## config.mk

```make
export PLATFORM = sky130hd
export DESIGN_NAME = brk_halt_ctl
export DESIGN_NICKNAME = d
export VERILOG_FILES = /design/src/rtl/brk_halt_ctl.sv
export SDC_FILE = /design/constraint.sdc
export NUM_CORES = 1
export LEC_CHECK = 0
export BUFFER_PORTS_ARGS = -buffer_cell sky130_fd_sc_hd__buf_2
export CORE_AREA = 2 2 39 41
export CTS_CLUSTER_SIZE = 16
export DETAILED_ROUTE_END_ITERATION = 7
export DIE_AREA = 0 0 41 43
export GPL_ROUTABILITY_DRIVEN = 1
export PLACE_DENSITY = 0.62
export SETUP_SLACK_MARGIN = 0.2
export SLEW_MARGIN = 20
export SYNTH_ARGS = -nofsm -noshare
export SYNTH_HDL_FRONTEND = slang
export SYNTH_SLANG_ARGS = --single-unit
```

## constraint.sdc

```tcl
create_clock -name clk -period 1.1 [get_ports clk]
set_input_delay 0 -clock clk [delete_from_list [all_inputs] [get_ports clk]]
set_output_delay 0 -clock clk [all_outputs]
set_load 0.01 [all_outputs]
```

## src/rtl/brk_halt_ctl.sv

```systemverilog
module brk_halt_ctl #(
  parameter int STAT_W = 8,
  parameter logic [STAT_W-1:0] HALT_CODE = STAT_W'(8'h0F)
) (
  input  logic              clk,
  input  logic              rst_n,
  input  logic              brk_req_i,
  input  logic              insn_done_i,
  input  logic              brk_to_irq_i,
  input  logic              go_i,
  input  logic [STAT_W-1:0] pipe_stat_i,
  output logic              halt_o,
  output logic              dbg_irq_o,
  output logic [STAT_W-1:0] stat_o
);

  logic brk_q, halted_q, pend_halt_q, pend_irq_q, irq_q;

  wire brk_rise  = brk_req_i & ~brk_q & ~halted_q;
  wire want_halt = pend_halt_q | (brk_rise & ~brk_to_irq_i);
  wire want_irq  = pend_irq_q  | (brk_rise &  brk_to_irq_i);
  wire retire    = insn_done_i & ~halted_q;

  always_ff @(posedge clk) begin
    if (!rst_n) begin
      brk_q       <= 1'b0;
      halted_q    <= 1'b0;
      pend_halt_q <= 1'b0;
      pend_irq_q  <= 1'b0;
      irq_q       <= 1'b0;
    end else begin
      brk_q       <= brk_req_i;
      pend_halt_q <= want_halt & ~retire;
      pend_irq_q  <= want_irq  & ~retire;
      irq_q       <= want_irq  &  retire;
      if (halted_q && go_i)
        halted_q <= 1'b0;
      else if (want_halt && retire)
        halted_q <= 1'b1;
    end
  end

  assign halt_o    = halted_q;
  assign dbg_irq_o = irq_q;
  assign stat_o    = halted_q ? HALT_CODE : pipe_stat_i;


  halt_after_retire_chk: assert property (@(posedge clk) disable iff (!rst_n)
    $rose(halt_o) |-> $past(insn_done_i));


  irq_after_retire_chk: assert property (@(posedge clk) disable iff (!rst_n)
    $rose(dbg_irq_o) |-> $past(insn_done_i));


  irq_single_cycle_chk: assert property (@(posedge clk) disable iff (!rst_n)
    dbg_irq_o |=> !dbg_irq_o);


  go_resumes_chk: assert property (@(posedge clk) disable iff (!rst_n)
    (halt_o && go_i) |=> !halt_o);


  no_halt_without_retire_chk: assert property (@(posedge clk) disable iff (!rst_n)
    (!halt_o && !insn_done_i) |=> !halt_o);

endmodule

```

==> results of run 1 <==
==> stage by stage <==
| stage | area (µm²) | hold slack (ns) |
|---|---|---|
| global placement | 407 | 0.247 |
| global route | 543 | 0.0254 |
| floorplan | 268 | 0.104 |
| detailed placement | 407 | 0.251 |
| CTS | 513 | 0.0219 |
| finish | 543 | 0.0248 |
==> layer usage <==
layer  wire length, µm  vias up  share of wire
met5                 0        -              0
met3               116        2           0.15
met1               278      144           0.35
li1                  -      158              -
met2               388       24           0.49
met4                 8        0          0.010
==> synth_stat cells <==
| cell | instances | area [µm²] |
|---|---|---|
| a211oi_1 | 1 | 7.51 |
| a211oi_2 | 1 | 12.5 |
| a21oi_1 | 1 | 5.00 |
| and2_1 | 1 | 6.26 |
| and2b_2 | 1 | 8.76 |
| clkbuf_1 | 1 | 3.75 |
| dfxtp_1 | 5 | 100 |
| inv_1 | 3 | 11.3 |
| nand3b_1 | 2 | 15.0 |
| nand4b_1 | 1 | 8.76 |
| nand4bb_2 | 1 | 16.3 |
| nor2b_1 | 4 | 25.0 |
| o211ai_1 | 1 | 7.51 |
| or2_2 | 4 | 25.0 |
| or4b_4 | 1 | 13.8 |
==> registers in the layout, indices dropped and copies added (netlist names) <==
register,flops
brk_q,1
dbg_irq_o,1
halt_o,1
pend_halt_q,1
pend_irq_q,1
==> power by group <==
group / total, µW / internal (µW) / leakage, µW / switching [µW]
registers: 195 / 191 / 0.0000416 / 3.82
clock network: 215 / 137 / 0.0000150 / 77.5
logic: 164 / 99.9 / 0.000189 / 64.1
total: 573 / 428 / 0.000245 / 145
==> critical path, delay by kind of cell (launching register included) <==
kind	cells	cell delay (ns)
AOI/OAI and AO/OA	1	0.17
DFF	1	0.31
and+or+nand+nor	1	0.52
==> what timing repair did <==
item / 4_1_cts / 5_1_grt
hold buffers: 1 / 0
setup endpoints to repair: 12 / 13
pin swaps: 5 / 2
hold endpoints to repair: 1 / 0
buffers inserted: 3 / 0
resized for setup: 11 / 6
==> final timing paths <==
path	slack, ns	start	end	cells past startpoint
min reg2reg	0.47	pend_halt_q$_SDFF_PN0_	pend_halt_q$_SDFF_PN0_	2
max reg2reg	0.03	brk_q$_SDFF_PN0_	pend_halt_q$_SDFF_PN0_	2
max	0.03	brk_q$_SDFF_PN0_	pend_halt_q$_SDFF_PN0_	2
min	0.02	rst_n	brk_q$_SDFF_PN0_	2
==> layout make-up <==
class	count	area, µm²
well taps	16	20.0
clock buffers	4	26.3
inverters	3	11.3
fillers	131	841
flip-flops and latches	5	103
repair buffers	28	201
multi-input cells	19	181
==> logic make-up (layout without fill, tap and decap cells) <==
kind of cell,after synthesis,count (layout),share of synthesized area
buf+inv,4,35,0.0563
compound gates,4,4,0.122
flops,5,5,0.376
simple gates,15,15,0.446
==> impl_results.md, run 1 <==
* HP Class: input port to flip-flop
* Area Overhead vs Synth at 104%
* Slowest CP cell: or4b_4
* Final #Nets at 74
* Part of the cycle the worst path needs at 0.977
* Worst Tran Pin Value at 0.150 ns
* Clock tree buffer depth at 2
* Vias/cell at 4.37
* # Max-Cap Violations at 0
* CP Class: flip-flop to flip-flop
* ANT nets after route at 0
* TritonCTS clock tree: yes
* RePlAce Congestion at 0.737
* CTS root buf: clkbuf_4
* Total power at 573 µW
* Status: finished clean
* Final TNS setup at 0 ns
* Worst path cell trace: or4b_4 > a211oi_2
* Vias in the first global route at 328
* Mean post-synth cell area at 9.52 µm²
* Min Tclk post-route at 1.07 ns
* WL per Instance at 10.6 µm
* Power per cell area at 1060 nW/µm²
* Syn nets at 42
* Clk_lat worst skew at 0.24 ns
* Final hold vios at 0
* Sequential fraction of the synthesis area at 0.376
* Register bit total from synthesis at 5
* Placed cells at 67
* Worst vdd ir at 486 µV
* CP startpoint kind: flip-flop
* Final WL at 792 µm
* Port bufs at 23
* Vias after detailed routing at 328
* Grt met3 use at 0.0995
* Synth warnings at 0
* Netlist Area Pre-Place at 267 µm²
* Max Transition Viols Final at 0
* CP Capture Type: flip-flop
* GR Layer Usage met2 at 0.181
* Largest stage delay, worst path at 0.52 ns
* First-pass GRT wire length at 1310 µm
* CP Data Required Time at 1.27 ns
* Post-layout util at 0.392
* Synth unique cells at 15
* Drt first pass iters at 2
* Fin cells at 75
* LEAKAGE at 0.000245 µW
* Final worst slack at 0.0257 ns
* FMAX at 931 MHz
* Diodes inserted at 0
* CTS buffer count at 3
* RSZ-0062 raised after global routing: true
* Slew HR at 0.900
* IO Pins at 24
* Total core area at 1380 µm²
* Largest net degree at the start of global routing at 9
* Commonest non-fill, non-tap cell in the layout: buf_2
* CTS sink count at 5
* Die Ht at 43 µm
* Place WS at 0.0409 ns
* Routing usage on met1 at 0.112
* Initial core utilization at 0.193
* Final setup fails at 0
* Die X at 41 µm
* Row Count at 14
* Initial antenna violation count at 0
* H-tree depth at 1
* CP Data Arrival Time at 1.24 ns
* Initial drt markers at 4
* GRT Total Usage at 0.118
* Layout cells sized above 1 at 0.712
* Most frequent cells in the layout: 18 x buf_2, 9 x buf_6, 4 x nor2b_1, 4 x or2_4
* Grt peak-use layer: met2
* Post-DP HPWL at 477 µm
* Die area at 1760 µm²
* Clock Skews at 0.00167 ns
* Congestion Overflow GR at 0
* Crit path max fanout at 2
* Gate Count Post-Synth at 28
* DR DRC count at 0
* Clock Pin Slew Worst Setup and Hold Paths at 0.04 ns
No activity file was read; power rests on OpenSTA's default activity.
==> run 2, diff against run 1 <==
--- a/config.mk
+++ b/config.mk
@@ -5,13 +5,14 @@
 export SDC_FILE = /design/constraint.sdc
 export NUM_CORES = 1
 export LEC_CHECK = 0
+export ABC_AREA = 1
 export BUFFER_PORTS_ARGS = -buffer_cell sky130_fd_sc_hd__buf_2
 export CORE_AREA = 2 2 39 41
 export CTS_CLUSTER_SIZE = 16
 export DETAILED_ROUTE_END_ITERATION = 7
 export DIE_AREA = 0 0 41 43
 export GPL_ROUTABILITY_DRIVEN = 1
-export PLACE_DENSITY = 0.62
+export PLACE_DENSITY = 0.61
 export SETUP_SLACK_MARGIN = 0.2
 export SLEW_MARGIN = 20
 export SYNTH_ARGS = -nofsm -noshare
==> impl_results.md, run 2 <==
* Status: finished clean
* DR DRC count at 0 (unchanged)
* Sequential fraction of the synthesis area at 0.402 (+0.0264)
* CP Data Required Time at 1.10 ns (-0.17 ns)
* CP startpoint kind: flip-flop
* DR WL met3 at 46 µm (-60%)
* R2R cell count at 6 (+4)
* Synth unique cells at 13 (-2)
* CTS root buf: clkbuf_4
* Clock Skews at 0.000610 ns (-0.00106 ns)
* Layout cells sized above 1 at 0.543 (-0.169)
* Worst path bufs/invs at 2 (+2)
* Vias in the first global route at 283 (-14%)
* Power per cell area at 1120 nW/µm² (+6.3%)
* Netlist Area Pre-Place at 249 µm² (-6.6%)
* RePlAce Congestion at 0.741 (+0.52%)
* IO Pins at 24 (unchanged)
* Area Overhead vs Synth at 97.0%
* Setup slack, reg-to-reg at 0.15 ns (+0.12 ns)
* Commonest non-fill, non-tap cell in the layout: buf_2
* TritonCTS clock tree: yes
* Most frequent cells in the layout: 23 x buf_2, 8 x inv_1, 7 x nor2_1
* DR top layer: met3
* CP Capture Type: output pin
* EDFF count, synth at 0 (unchanged)
* Row Count at 14 (unchanged)
* Die Ht at 43 µm (unchanged)
* RSZ-0062 raised after global routing: true
* Gate Count Post-Synth at 38 (+36%)
* Register bit total from synthesis at 5 (unchanged)
* Final TNS setup at 0 ns (unchanged)
* GRT Total Usage at 0.0845 (-0.0338)
* Final worst slack at 0.0970 ns (+0.0713 ns)
* Final hold vios at 0 (unchanged)
* # Max-Cap Violations at 0 (unchanged)
* Reg2reg end: dbg_irq_o$_SDFF_PN0_
* Part of the cycle the worst path needs at 0.912 (-0.0648)
* Worst path cell trace: buf_6 > or2_1 > buf_6
* Place WS at 0.241 ns (+0.200 ns)
* ANT nets after route at 0 (unchanged)
* HP Class: input port to flip-flop
* Post-DP HPWL at 509 µm (+6.8%)
* FMAX at 997 MHz (+7.1%)
* Worst Tran Pin Value at 0.152 ns (+0.00231 ns)
* Min-Delay Startpoint: go_i
* Placed cells at 77 (+15%)
* Vias/cell at 3.77 (-14%)
* H-tree depth at 1 (unchanged)
* First-pass GRT wire length at 993 µm (-24%)
* Port bufs at 23 (unchanged)
* Critical path's top delay family: flip-flops
* Area leader, netlist: dfxtp_1
* CP Data Arrival Time at 1.00 ns (-0.24 ns)
* Crit path max fanout at 5 (+3)
* Synth top cells by count: 8 x inv_1, 7 x nor2_1, 6 x nand2_1
* Met2 routed WL at 386 µm (-0.52%)
* WL per Instance at 7.51 µm (-29%)
* Hold Path Depth at 4 (+2)
* Final #Nets at 85 (+15%)
* Fin cells at 86 (+15%)
* Slowest CP cell: dfxtp_2
* LEAKAGE at 0.000286 µW (+17%)
* Syn nets at 52 (+24%)
* Max Transition Viols Final at 0 (unchanged)
* WL met1 at 212 µm (-24%)
* Worst reg2reg path startpoint: halt_o$_SDFFE_PP0P_
* Largest cells by area after synthesis: dfxtp_1 40%, inv_1 12%, nor2_1 11%
* Die area at 1760 µm² (unchanged)
* Synth async-reset ratio at 0 (unchanged)
* Synth top area share at 0.402 (+0.0264)
* Total core area at 1380 µm² (unchanged)
* Die X at 41 µm (unchanged)
* Most used cell, CP: buf_6
* Largest stage delay, worst path at 0.32 ns (-0.20 ns)
* Initial drt markers at 2 (-2)
* Top FF cell, synth: dfxtp_1
* Congestion Overflow GR at 0 (unchanged)
* Final setup fails at 0 (unchanged)
* Initial core utilization at 0.180 (-0.0127)
* CTS buffer count at 3 (unchanged)
* Hold endpoint: halt_o$_SDFFE_PP0P_
* Clock Pin Slew Worst Setup and Hold Paths at 0.04 ns (about the same)
* Initial antenna violation count at 0 (unchanged)
* Clk_lat worst skew at 0.23 ns (about the same)
* Min Tclk post-route at 1.00 ns (-0.0713 ns)
* Worst vdd ir at 371 µV (-24%)
* Synth warnings at 0 (unchanged)
* Diodes inserted at 0 (unchanged)
* Largest net degree at the start of global routing at 6 (-3)
* Slew HR at 0.898 (-0.00204)
* Most frequent cell after synthesis: inv_1
* CP Class: flip-flop to output pin
* Vias after detailed routing at 324 (-1.2%)
* Clock tree buffer depth at 2 (unchanged)
* CTS sink count at 5 (unchanged)
* Final WL at 646 µm (-18%)
* Drt first pass iters at 2 (unchanged)
* Mean post-synth cell area at 6.55 µm² (-31%)
run 2: cell count changes after synthesis, sizes merged, moves of 2 or more:
cell	previous run	this run
a211oi	2	0
inv	3	9
nand2	0	7
nand3b	2	0
nor2	0	8
nor2b	4	0
run 2: area by class of cell:
type | instances | area (µm²)
fillers | 156 | 893
repair buffers | 29 | 173
well taps | 16 | 20.0
multi-input cells | 23 | 134
inverters | 9 | 36.3
flip-flops and latches | 5 | 101
clock buffers | 4 | 26.3
run 2: what timing repair did:
action / CTS / global route
gates cloned: 1 / 0
hold buffers: 2 / 0
setup buffers: 2 / 0
endpoints found under the hold margin: 1 / 0
pin swaps: 5 / 1
resized for setup: 2 / 8
setup endpoints to repair: 8 / 13
run 2: cells by family after synthesis:
logic type	Yosys count	share of synthesized area
buffers and inverters	10	0.166
DFF	5	0.402
and+or+nand+nor	21	0.392
AOI/OAI and AO/OA	2	0.0402
run 2: tightest hold or removal path: stages:
cell     delay [ns]
buf_2          0.08
nand2_1        0.04
nand2_1        0.06
a21oi_2        0.03
run 2: stage by stage:
| stage | util | cell area [µm²] | power, µW | hold WS, ns |
|---|---|---|---|---|
| 6_report | 0.354 | 490 | 551 | 0.0184 |
| 5_1_grt | 0.354 | 490 | 585 | 0.0440 |
| 4_1_cts | 0.329 | 455 | 538 | 0.00433 |
| 3_5_place_dp | 0.278 | 384 | 312 | 0.219 |
| 3_3_place_gp | 0.278 | 384 | 311 | 0.214 |
| 2_1_floorplan | - | 249 | 257 | 0.0832 |
run 2: worst max path at each step:
| stage | cells after the start | start | slack [ns] | to |
|---|---|---|---|---|
| after floorplan | 4 | halt_o$_SDFFE_PP0P_ | 0.23 | pend_halt_q$_SDFF_PN0_ |
| after global placement | 4 | halt_o$_SDFFE_PP0P_ | 0.26 | pend_halt_q$_SDFF_PN0_ |
| after detailed placement | 4 | halt_o$_SDFFE_PP0P_ | 0.24 | pend_halt_q$_SDFF_PN0_ |
| after CTS | 3 | halt_o$_SDFFE_PP0P_ | 0.1 | stat_o[0] |
| after global routing | 3 | halt_o$_SDFFE_PP0P_ | 0.05 | stat_o[1] |
| final | 3 | halt_o$_SDFFE_PP0P_ | 0.1 | stat_o[0] |
run 2: layer usage:
layer	up-vias	GRT usage
met5	-	0
met4	0	0.0600
met3	0	0.0314
met2	10	0.144
met1	141	0.0744
li1	173	-
run 2: report_power, final:
| group | internal [µW] | switching [µW] | leakage (µW) | total (µW) |
|---|---|---|---|---|
| combinational | 78.2 | 67.9 | 0.000230 | 146 |
| clock | 137 | 72.0 | 0.0000150 | 209 |
| sequential | 191 | 4.50 | 0.0000413 | 196 |
| total | 406 | 144 | 0.000286 | 551 |
==> run 3, diff against run 2 <==
==> constraint.sdc (replaced) <==
create_clock -name clk -period 1.1 [get_ports clk]
set_input_delay 0 -clock clk [delete_from_list [all_inputs] [get_ports clk]]
set_output_delay 0 -clock clk [all_outputs]
set_load 0.1 [all_outputs]
==> impl_results.md, run 3 (same netlist as run 2, synthesis figures left out) <==
* Slew HR at 0.817 (-0.0813)
* Worst vdd ir at 602 µV (+62%)
* First-pass GRT wire length at 1150 µm (+15%)
* LEAKAGE at 0.000346 µW (+21%)
* TritonCTS clock tree: yes
* CP Capture Type: output pin
* Congestion Overflow GR at 0 (unchanged)
* Drt first pass iters at 4 (+2)
* DR DRC count at 0 (unchanged)
* Vias/cell at 3.91 (+3.7%)
* Clock tree buffer depth at 2 (unchanged)
* Final hold vios at 0 (unchanged)
* Initial antenna violation count at 0 (unchanged)
* H-tree depth at 1 (unchanged)
* Final TNS setup at 0 ns (unchanged)
* CP Data Required Time at 1.10 ns (about the same)
* GRT Total Usage at 0.101 (+0.0160)
* CP Data Arrival Time at 1.03 ns (+0.03 ns)
* Die Ht at 43 µm (unchanged)
* ANT nets after route at 0 (unchanged)
* Clock Skews at 0.00536 ns (+0.00475 ns)
* Max Transition Viols Final at 0 (unchanged)
* Power per cell area at 1270 nW/µm² (+13%)
* Worst path bufs/invs at 2 (unchanged)
* CTS sink count at 5 (unchanged)
* Worst reg2reg path startpoint: halt_o$_SDFFE_PP0P_
* Die area at 1760 µm² (unchanged)
* HP Class: input port to flip-flop
* Critical path's top delay family: flip-flops
* Part of the cycle the worst path needs at 0.936 (+0.0246)
* Largest net degree at the start of global routing at 9 (+3)
* Clk_lat worst skew at 0.24 ns (about the same)
* Slowest CP cell: dfxtp_4
* FMAX at 971 MHz (-2.6%)
* Commonest non-fill, non-tap cell in the layout: buf_2
* Initial core utilization at 0.180 (unchanged)
* Final WL at 716 µm (+11%)
* IO Pins at 24 (unchanged)
* Clock Pin Slew Worst Setup and Hold Paths at 0.04 ns (about the same)
* Worst Tran Pin Value at 0.277 ns (+0.125 ns)
* CTS root buf: clkbuf_4
* Diodes inserted at 0 (unchanged)
* # Max-Cap Violations at 0 (unchanged)
* Most frequent cells in the layout: 13 x buf_2, 11 x buf_12, 8 x inv_1
* CTS buffer count at 3 (unchanged)
* Vias in the first global route at 315 (+11%)
* CP Class: flip-flop to output pin
* Crit path max fanout at 8 (+3)
* RSZ-0062 raised after global routing: true
* Initial drt markers at 4 (+2)
* Port bufs at 23 (unchanged)
* Setup slack, reg-to-reg at 0.10 ns (-0.05 ns)
* Row Count at 14 (unchanged)
* RePlAce Congestion at 0.682 (-7.9%)
* Area Overhead vs Synth at 174%
* Post-layout util at 0.494 (+0.139)
* Worst path cell trace: buf_12 > nor2_4 > buf_12
* Final #Nets at 86 (+1.2%)
* CP startpoint kind: flip-flop
* Vias after detailed routing at 340 (+4.9%)
* Total core area at 1380 µm² (unchanged)
* Min-Delay Startpoint: insn_done_i
* Post-DP HPWL at 579 µm (+14%)
* Critical path origin: halt_o$_SDFFE_PP0P_
* Largest stage delay, worst path at 0.38 ns (+0.06 ns)
* Status: finished clean
* WL per Instance at 8.23 µm (+9.6%)
* Die X at 41 µm (unchanged)
* Final setup fails at 0 (unchanged)
* Min Tclk post-route at 1.03 ns (+0.0270 ns)
* Layout cells sized above 1 at 0.620 (+0.0769)
* Most used cell, CP: buf_12
==> run 3: routing by layer <==
metal | track usage | vias up | wire length (µm)
met4 | 0.0600 | 0 | 0
met3 | 0.0628 | 0 | 92
met5 | 0 | - | 0
li1 | - | 173 | -
met1 | 0.0710 | 149 | 237
met2 | 0.178 | 18 | 387
==> run 3: stage by stage <==
stage / hold slack (ns) / std cells / setup WS, ns / cell area [µm²] / total power [µW]
after global routing: 0.0169 / 87 / 0.0169 / 683 / 914
after CTS: 0.00923 / 87 / 0.0659 / 676 / 875
after detailed placement: 0.225 / 76 / 0.131 / 557 / 624
final: 0.0196 / 87 / 0.0700 / 683 / 868
after global placement: 0.214 / 76 / 0.162 / 557 / 621
after floorplan: 0.0935 / 38 / 0.000693 / 302 / 475
==> run 3: path summary, 6_finish.rpt <==
check,to,cells past startpoint
setup / recovery,stat_o[6],3
hold / removal,dbg_irq_o$_SDFF_PN0_,3
setup reg to reg,pend_irq_q$_SDFF_PN0_,6
hold reg to reg,dbg_irq_o$_SDFF_PN0_,2
==> run 3: worst min-delay path: stages <==
cell     delay, ns
buf_2         0.11
nand2_2       0.08
nor2_1        0.04
==> run 3: layout make-up <==
class / count / area, µm²
fill: 126 / 701
timing repair buffer: 30 / 342
multi-input combinational: 23 / 156
sequential: 5 / 105
inverter: 9 / 33.8
clock buffer: 4 / 26.3
tap: 16 / 20.0
==> run 3: timing repair <==
| action | 4_1_cts | 5_1_grt |
|---|---|---|
| hold buffers | 3 | 0 |
| endpoints found under the setup margin | 14 | 13 |
| setup buffers | 4 | 0 |
| resized for setup | 2 | 2 |
| pin swaps | 0 | 5 |
| hold endpoints to repair | 2 | 0 |
==> run 3: report_power, final <==
part / internal (µW) / switching [µW]
Combinational: 186 / 277
Clock: 137 / 68.9
Sequential: 190 / 10.2
